`src/rtl/sstart_guard_pkg.sv`:
```
package sstart_guard_pkg;

    typedef enum logic [2:0] {
        ST_OFF  = 3'd0,
        ST_INH  = 3'd1,
        ST_RAMP = 3'd2,
        ST_RUN  = 3'd3,
        ST_UVF  = 3'd4,
        ST_OVF  = 3'd5
    } sup_state_t;

endpackage

```
`src/rtl/sstart_ramp.sv`:
```
module sstart_ramp #(
    parameter int DW      = 10,
    parameter int SS_LOG2 = 11
) (
    input  logic          clk,
    input  logic          rst_n,
    input  logic          run_en,
    input  logic [DW-1:0] tgt,
    output logic [DW-1:0] ramp_ref,
    output logic          ramp_done
);
    localparam int                  PW       = DW + SS_LOG2;
    localparam logic [SS_LOG2-1:0]  CNT_LAST = '1;

    logic [SS_LOG2-1:0] step_cnt;
    logic [PW-1:0]      prod;

    // Counter is cleared whenever the ramp is not active, so each entry starts at zero.
    always_ff @(posedge clk or negedge rst_n) begin
        if (!rst_n) begin
            step_cnt <= '0;
        end else if (run_en) begin
            step_cnt <= step_cnt + 1'b1;
        end else begin
            step_cnt <= '0;
        end
    end

    assign prod      = {{SS_LOG2{1'b0}}, tgt} * {{DW{1'b0}}, step_cnt};
    assign ramp_ref  = prod[PW-1:SS_LOG2];
    assign ramp_done = run_en && (step_cnt == CNT_LAST);


    step_adv_chk: assert property (@(posedge clk) disable iff (!rst_n)
        (run_en && !ramp_done) |=> (step_cnt == $past(step_cnt) + 1'b1));

endmodule

```
`src/rtl/sstart_limits.sv`:
```
module sstart_limits #(
    parameter int DW = 10
) (
    input  logic [DW-1:0] tgt,
    input  logic [DW-1:0] rf,
    output logic [DW-1:0] pg_lo,
    output logic [DW:0]   pg_hi,
    output logic [DW:0]   ov_lim,
    output logic [DW-1:0] uv_lim
);
    logic [DW:0]   tgt_x;
    logic [DW-1:0] pg_band;

    assign tgt_x   = {1'b0, tgt};
    // Window half-width of about 12 %: one eighth less one two-hundred-fifty-sixth.
    assign pg_band = (tgt >> 3) - (tgt >> 8);
    assign pg_lo   = tgt - pg_band;
    assign pg_hi   = tgt_x + {1'b0, pg_band};
    // Overvoltage at about 119 % of the final target.
    assign ov_lim  = tgt_x + {1'b0, tgt >> 3} + {1'b0, tgt >> 4};
    // Undervoltage at about 60 % of the moving reference.
    assign uv_lim  = (rf >> 1) + (rf >> 4) + (rf >> 5) + (rf >> 8);

endmodule

```
`src/rtl/sstart_guard.sv`:
```
module sstart_guard
    import sstart_guard_pkg::*;
#(
    parameter int DW      = 10,
    parameter int SS_LOG2 = 11,
    parameter int UV_ARM  = 300
) (
    input  logic          clk,
    input  logic          rst_n,
    input  logic          vcc_ok,
    input  logic          drv_ok,
    input  logic          inhibit,
    input  logic [DW-1:0] target_code,
    input  logic [DW-1:0] sense_code,
    output logic [DW-1:0] ref_code,
    output logic          pgood,
    output logic          fault,
    output logic          sw_off,
    output logic          ls_crowbar
);
    localparam logic [DW-1:0] ARM_CODE = DW'(UV_ARM);

    sup_state_t    st, st_nxt;
    logic          sup_ok, active, ramping;
    logic [DW-1:0] ramp_ref;
    logic          ramp_done;
    logic [DW-1:0] pg_lo, uv_lim;
    logic [DW:0]   pg_hi, ov_lim, sense_x;
    logic          ov_now, uv_now, uv_seen, in_win;

    assign sup_ok  = vcc_ok && drv_ok;
    assign ramping = (st == ST_RAMP);
    assign active  = (st == ST_RAMP) || (st == ST_RUN);
    assign sense_x = {1'b0, sense_code};

    sstart_ramp #(.DW(DW), .SS_LOG2(SS_LOG2)) u_ramp (
        .clk       (clk),
        .rst_n     (rst_n),
        .run_en    (ramping),
        .tgt       (target_code),
        .ramp_ref  (ramp_ref),
        .ramp_done (ramp_done)
    );

    sstart_limits #(.DW(DW)) u_lim (
        .tgt    (target_code),
        .rf     (ref_code),
        .pg_lo  (pg_lo),
        .pg_hi  (pg_hi),
        .ov_lim (ov_lim),
        .uv_lim (uv_lim)
    );

    assign ov_now = active && (sense_x > ov_lim);
    assign uv_now = active && (ref_code >= ARM_CODE) && (sense_code < uv_lim);
    assign in_win = (sense_code >= pg_lo) && (sense_x <= pg_hi);

    // Undervoltage persistence: remembers the condition from the previous edge.
    always_ff @(posedge clk or negedge rst_n) begin
        if (!rst_n) begin
            uv_seen <= 1'b0;
        end else begin
            uv_seen <= uv_now;
        end
    end

    // State register
    always_ff @(posedge clk or negedge rst_n) begin
        if (!rst_n) begin
            st <= ST_OFF;
        end else begin
            st <= st_nxt;
        end
    end

    // Next-state logic; priority: supply loss, inhibit, overvoltage, undervoltage.
    always_comb begin
        st_nxt = st;
        unique case (st)
            ST_OFF: begin
                if (sup_ok) st_nxt = inhibit ? ST_INH : ST_RAMP;
            end
            ST_INH: begin
                if (!sup_ok)      st_nxt = ST_OFF;
                else if (!inhibit) st_nxt = ST_RAMP;
            end
            ST_RAMP, ST_RUN: begin
                if (!sup_ok)                  st_nxt = ST_OFF;
                else if (inhibit)             st_nxt = ST_INH;
                else if (ov_now)              st_nxt = ST_OVF;
                else if (uv_now && uv_seen)   st_nxt = ST_UVF;
                else if (ramping && ramp_done) st_nxt = ST_RUN;
            end
            ST_UVF, ST_OVF: begin
                if (!sup_ok) st_nxt = ST_OFF;
            end
            default: st_nxt = ST_OFF;
        endcase
    end

    // Outputs decoded from the state register
    always_comb begin
        ref_code   = '0;
        pgood      = 1'b0;
        fault      = 1'b0;
        sw_off     = 1'b1;
        ls_crowbar = 1'b0;
        unique case (st)
            ST_OFF, ST_INH: begin
                sw_off = 1'b1;
            end
            ST_RAMP: begin
                sw_off   = 1'b0;
                ref_code = ramp_ref;
            end
            ST_RUN: begin
                sw_off   = 1'b0;
                ref_code = target_code;
                pgood    = in_win;
            end
            ST_UVF: begin
                fault  = 1'b1;
                sw_off = 1'b1;
            end
            ST_OVF: begin
                fault      = 1'b1;
                sw_off     = 1'b0;
                ls_crowbar = 1'b1;
            end
            default: begin
                sw_off = 1'b1;
            end
        endcase
    end


    ref_bound_chk: assert property (@(posedge clk) disable iff (!rst_n)
        ref_code <= target_code);


    no_supply_chk: assert property (@(posedge clk) disable iff (!rst_n)
        !sup_ok |=> (sw_off && !fault && ref_code == '0));


    pgood_ctx_chk: assert property (@(posedge clk) disable iff (!rst_n)
        pgood |-> (!sw_off && !fault && ref_code == target_code));


    uv_trip_chk: assert property (@(posedge clk) disable iff (!rst_n)
        (sup_ok && !inhibit && !ov_now && uv_now && uv_seen) |=> (fault && sw_off && !ls_crowbar));


    ov_trip_chk: assert property (@(posedge clk) disable iff (!rst_n)
        (sup_ok && !inhibit && ov_now) |=> (fault && ls_crowbar && !sw_off));


    fault_hold_chk: assert property (@(posedge clk) disable iff (!rst_n)
        (fault && sup_ok) |=> fault);


    inhibit_off_chk: assert property (@(posedge clk) disable iff (!rst_n)
        (inhibit && sup_ok) |=> ((sw_off || fault) && !pgood));

endmodule

```
`config.mk`:
```
export PLATFORM = sky130hd
export DESIGN_NAME = sstart_guard
export DESIGN_NICKNAME = d
export VERILOG_FILES = /design/src/rtl/sstart_guard_pkg.sv /design/src/rtl/sstart_ramp.sv /design/src/rtl/sstart_limits.sv /design/src/rtl/sstart_guard.sv
export SDC_FILE = /design/constraint.sdc
export NUM_CORES = 1
export LEC_CHECK = 0
export ABC_AREA = 1
export CAP_MARGIN = 20
export CORE_AREA = 2 2 115 117
export CTS_CLUSTER_SIZE = 30
export DETAILED_ROUTE_END_ITERATION = 8
export DIE_AREA = 0 0 117 119
export GPL_TIMING_DRIVEN = 0
export PLACE_DENSITY = 0.78
export SLEW_MARGIN = 40
export SYNTH_ARGS = -nofsm -noshare
export SYNTH_HDL_FRONTEND = slang
export SYNTH_SLANG_ARGS = --single-unit
```
`constraint.sdc`:
```
create_clock -name clk -period 12.1 [get_ports clk]
set_input_delay 1.21 -clock clk [delete_from_list [all_inputs] [get_ports clk]]
set_output_delay 1.21 -clock clk [all_outputs]
set_load 0.01 [all_outputs]
```
==> metrics.md <==
| Metric | Value |
|---|---|
| Dominant cells by area after synthesis | `fa_1 23%, ha_1 23%, nand2_1 12%` |
| Crit end category | `flip-flop` |
| Clock tree from TritonCTS | `done` |
| Reg-to-Reg End | `st[0]` |
| Number of slew-limit violations in the final report | `0` |
| Layout Cell Area excl Fill | `0.008074 mm^2` |
| I/O pin count | `39` |
| Delay of the slowest cell on the worst path | `600 ps` |
| Die Span Y | `119 um` |
| Met3 wire len | `836 um` |
| Setup repair bufs after CTS | `0` |
| Wire length reported by the detailed router | `17.76 mm` |
| Diode count | `0` |
| Leakage | `roughly 4.7 nW` |
| Unrepaired setup endpoints after global routing | `no` |
| Netlist area before placement | `between 0.007 and 0.008 mm^2` |
| Clock buffer depth | `2` |
| Required arrival time at the worst endpoint | `12240 ps` |
| Insertion delay of the later-clocked pin in the worst-skew pair | `about 250 ps` |
| Met2 routed wirelength | `8.486 mm` |
| Clk root buf | `clkbuf_16` |
| Flip-flop and latch count after synthesis | `15` |
| Maximum achievable frequency | `88.67 MHz` |
| Cell with the most instances on the worst path | `fa_1` |
| Layout cell share with drive strength beyond 1 | `0.02788` |
| Global-route wire length before repair | `30.48 mm` |
| Crit path launch type | `input pin` |
| Final weighted congestion in routability-driven placement | `0.9020` |
| Depth of the worst hold-timing path | `1` |
| Area share of the largest cell type after synthesis | `0.2329` |
| Area of the die | `0.01392 mm^2` |
| Category of the most critical setup path | `in -> reg` |
| Result of the run | `completed` |
| Overflow after GRT | `0` |
| Setup slack of the worst register-to-register path | `around 2400 ps` |
| Inserted Clock Buffers | `3` |
| Routed length on met1 | `7.885 mm` |
| Commonest register cell after synthesis | `dfrtp_1` |
| Avg Synthesized Cell Area | `just over 7 um^2` |
| Launch instance of the worst min-delay path | `u_ramp.step_cnt[2]` |
| Arrival time of data at the critical path endpoint | `about 11000 ps` |
| Largest voltage drop on the vdd net | `between 0.00004 and 0.00005 V` |
| Launch point of the worst reg-to-reg path | `u_ramp.step_cnt[4]` |
| Post-CTS Hold Fix Bufs | `0` |
| Async set or reset register ratio after synthesis | `1.000` |
| Power density over cell area | `56.37 mW/mm^2` |
| Xor and xnor fraction of the mapped netlist area | `0.04502` |
| Min-delay worst type | `reg -> reg` |
| Maximum number of pins on one net before global-route repair | `16` |
| Final Skew | `roughly 4.7 ps` |
| Core outline area | `0.01287 mm^2` |
| Count of standard-cell rows | `42` |
| Global router's overall resource usage | `0.2745` |
| Post-detailed-route count of antenna-violating nets | `0` |
| Worst reg-to-reg path cell count | `37` |
| Layout net count | `1325` |
| Vias in the first global route | `6705` |
| Vias post-DR | `6633` |
| Resized cells post-CTS | `0` |
| Post-detailed-route wirelength per cell | `14.19 um` |
| Sum of negative setup slack | `0 ps` |
| Dpl cell area | `0.007994 mm^2` |
| Post-Syn Nets | `1282` |
| Crit share post-route | `0.9320` |
| Clk sinks | `15` |
| Share of the synthesized area in compound gates (AO/OA/AOI/OAI) | `0.1010` |
| Part of the Yosys area used for sequential elements | `0.05077` |
| H-tree Lvls | `1` |
| Hold endpoint | `u_ramp.step_cnt[2]` |
| Post-CTS clock slew at the launch and capture registers of the worst setup and hold paths | `50 ps` |
| Count of input and output buffers | `38` |
| Slew at the pin with the worst max-slew slack | `768.0 ps` |
| Most used cells in the layout excluding fill and tap cells | `236 x nand2_1, 235 x inv_1, 137 x ha_1` |
| Starting Density | `0.5742` |
| Share of synthesized area spent on multiplexers | `0` |
| Via density per instance | `5.298` |
| Top Metal Used | `met4` |
| Tightest slew margin relative to the limit | `0.4864` |
| Count of endpoints failing hold in the final timing report | `0` |
| Post-synthesis adder-cell area fraction | `0.4647` |
| Width of the die | `117 um` |
| Final setup violation count | `0` |
| Post-detail-place hpwl | `14.80 mm` |
| Post-Synth Simple-Gate Area | `0.2022` |
| Worst Path Max Fanout | `10` |
| Time the final worst path needs with I/O delays and setup | `roughly 11000 ps` |
| Number of synthesized flops with an enable pin | `0` |
| Antenna violations before repair | `0` |
| Max Cap Viol | `0` |
| Main combinational cell family by area after synthesis | `adder cells` |
| Number of iterations in the first detailed-routing pass | `5` |
| Synth warnings | `0` |
| Critical-path top delay cell | `clkdlybuf4s50_1` |
| Post-synthesis instance total | `1034` |
| Count of unresolved DRC violations after routing | `0` |
| Most common library cell in the layout ignoring fill and taps | `nand2_1` |
| Area growth from synthesis to final layout | `9.206%` |
| Unique masters post-synth | `40` |
| Library cell with the largest summed area after synthesis | `fa_1` |
| DRC marker count from the first detailed-route iteration | `425` |
-- per-stage QoR --
step                hold slack [ps]  instances  power (mW)  setup slack [ps]  utilization
floorplan                     473.5       1034      0.2970              2545            -
finish                        527.8       1252      0.4551             822.8       0.6271
detailed placement            515.0       1248      0.3899             691.3       0.6209
global placement              507.4       1248      0.3803             780.5       0.6209
global route                  572.9       1252      0.5113             194.8       0.6271
CTS                           528.5       1252      0.4569             933.8       0.6271
-- critical path, delay by kind of cell --
family                   cells  cell delay [ps]
AO/OA/AOI/OAI                7             1620
buffers and inverters        8             1940
AND/OR/NAND/NOR             14             1820
adder cells (fa/ha/maj)     11             4790
-- cells in the mapped netlist, drive strengths merged (3+ instances only) --
master  count
fa         86
a21boi      5
inv       242
nor2       57
o21bai      9
dfrtp      15
a21oi      71
o21a        3
nand2     243
nand4       9
o31ai       4
nand3      28
o21ai      30
xnor2       8
ha        137
buf         3
nand3b      3
nor3       15
xor2       30
clkbuf     21
-- where the power goes --
part	internal, mW	leakage, nW	switching (mW)	total [mW]
Combinational	0.129	4.42	0.202	0.331
Sequential	0.0550	0.207	0.00398	0.0589
Clock	0.0442	0.0409	0.0210	0.0652
-- cells by family after synthesis --
logic type	after synthesis
xor gates and xnor gates	38
adders and majority gates	223
and+or+nand+nor	359
DFF	15
buffers and inverters	266
AOI/OAI and AO/OA	133
-- state kept, by name, summed over array words and instances (netlist names) --
name and flops:
uv_seen 1, st 3, u_ramp.step_cnt 11
-- routing by layer --
| metal | vias up | global-route usage |
|---|---|---|
| met2 | 174 | 0.4783 |
| met5 | - | 0 |
| met4 | 0 | 0.08088 |
| li1 | 3284 | - |
| met1 | 3131 | 0.3627 |
| met3 | 44 | 0.01985 |
-- worst max-delay path by stage --
stage / start / endpoint / slack [ps] / cells past startpoint
after detailed placement: target_code[9] / st[0] / 690 / 40
after global placement: target_code[9] / st[0] / 780 / 40
after global routing: target_code[3] / st[0] / 190 / 44
after floorplan: target_code[9] / st[0] / 2550 / 39
final: target_code[9] / st[0] / 820 / 40
after CTS: target_code[9] / st[0] / 930 / 40
-- layout make-up --
class	count	area, um^2
sequential	15	375.4
fill	1226	4801
multi-input combinational	753	6011
clock buffer	3	75.07
timing repair buffer	38	380.4
buffer	24	98.84
clock inverter	1	5.005
tap	176	220.2
inverter	242	908.4
Power figures use the tool's default switching activity.
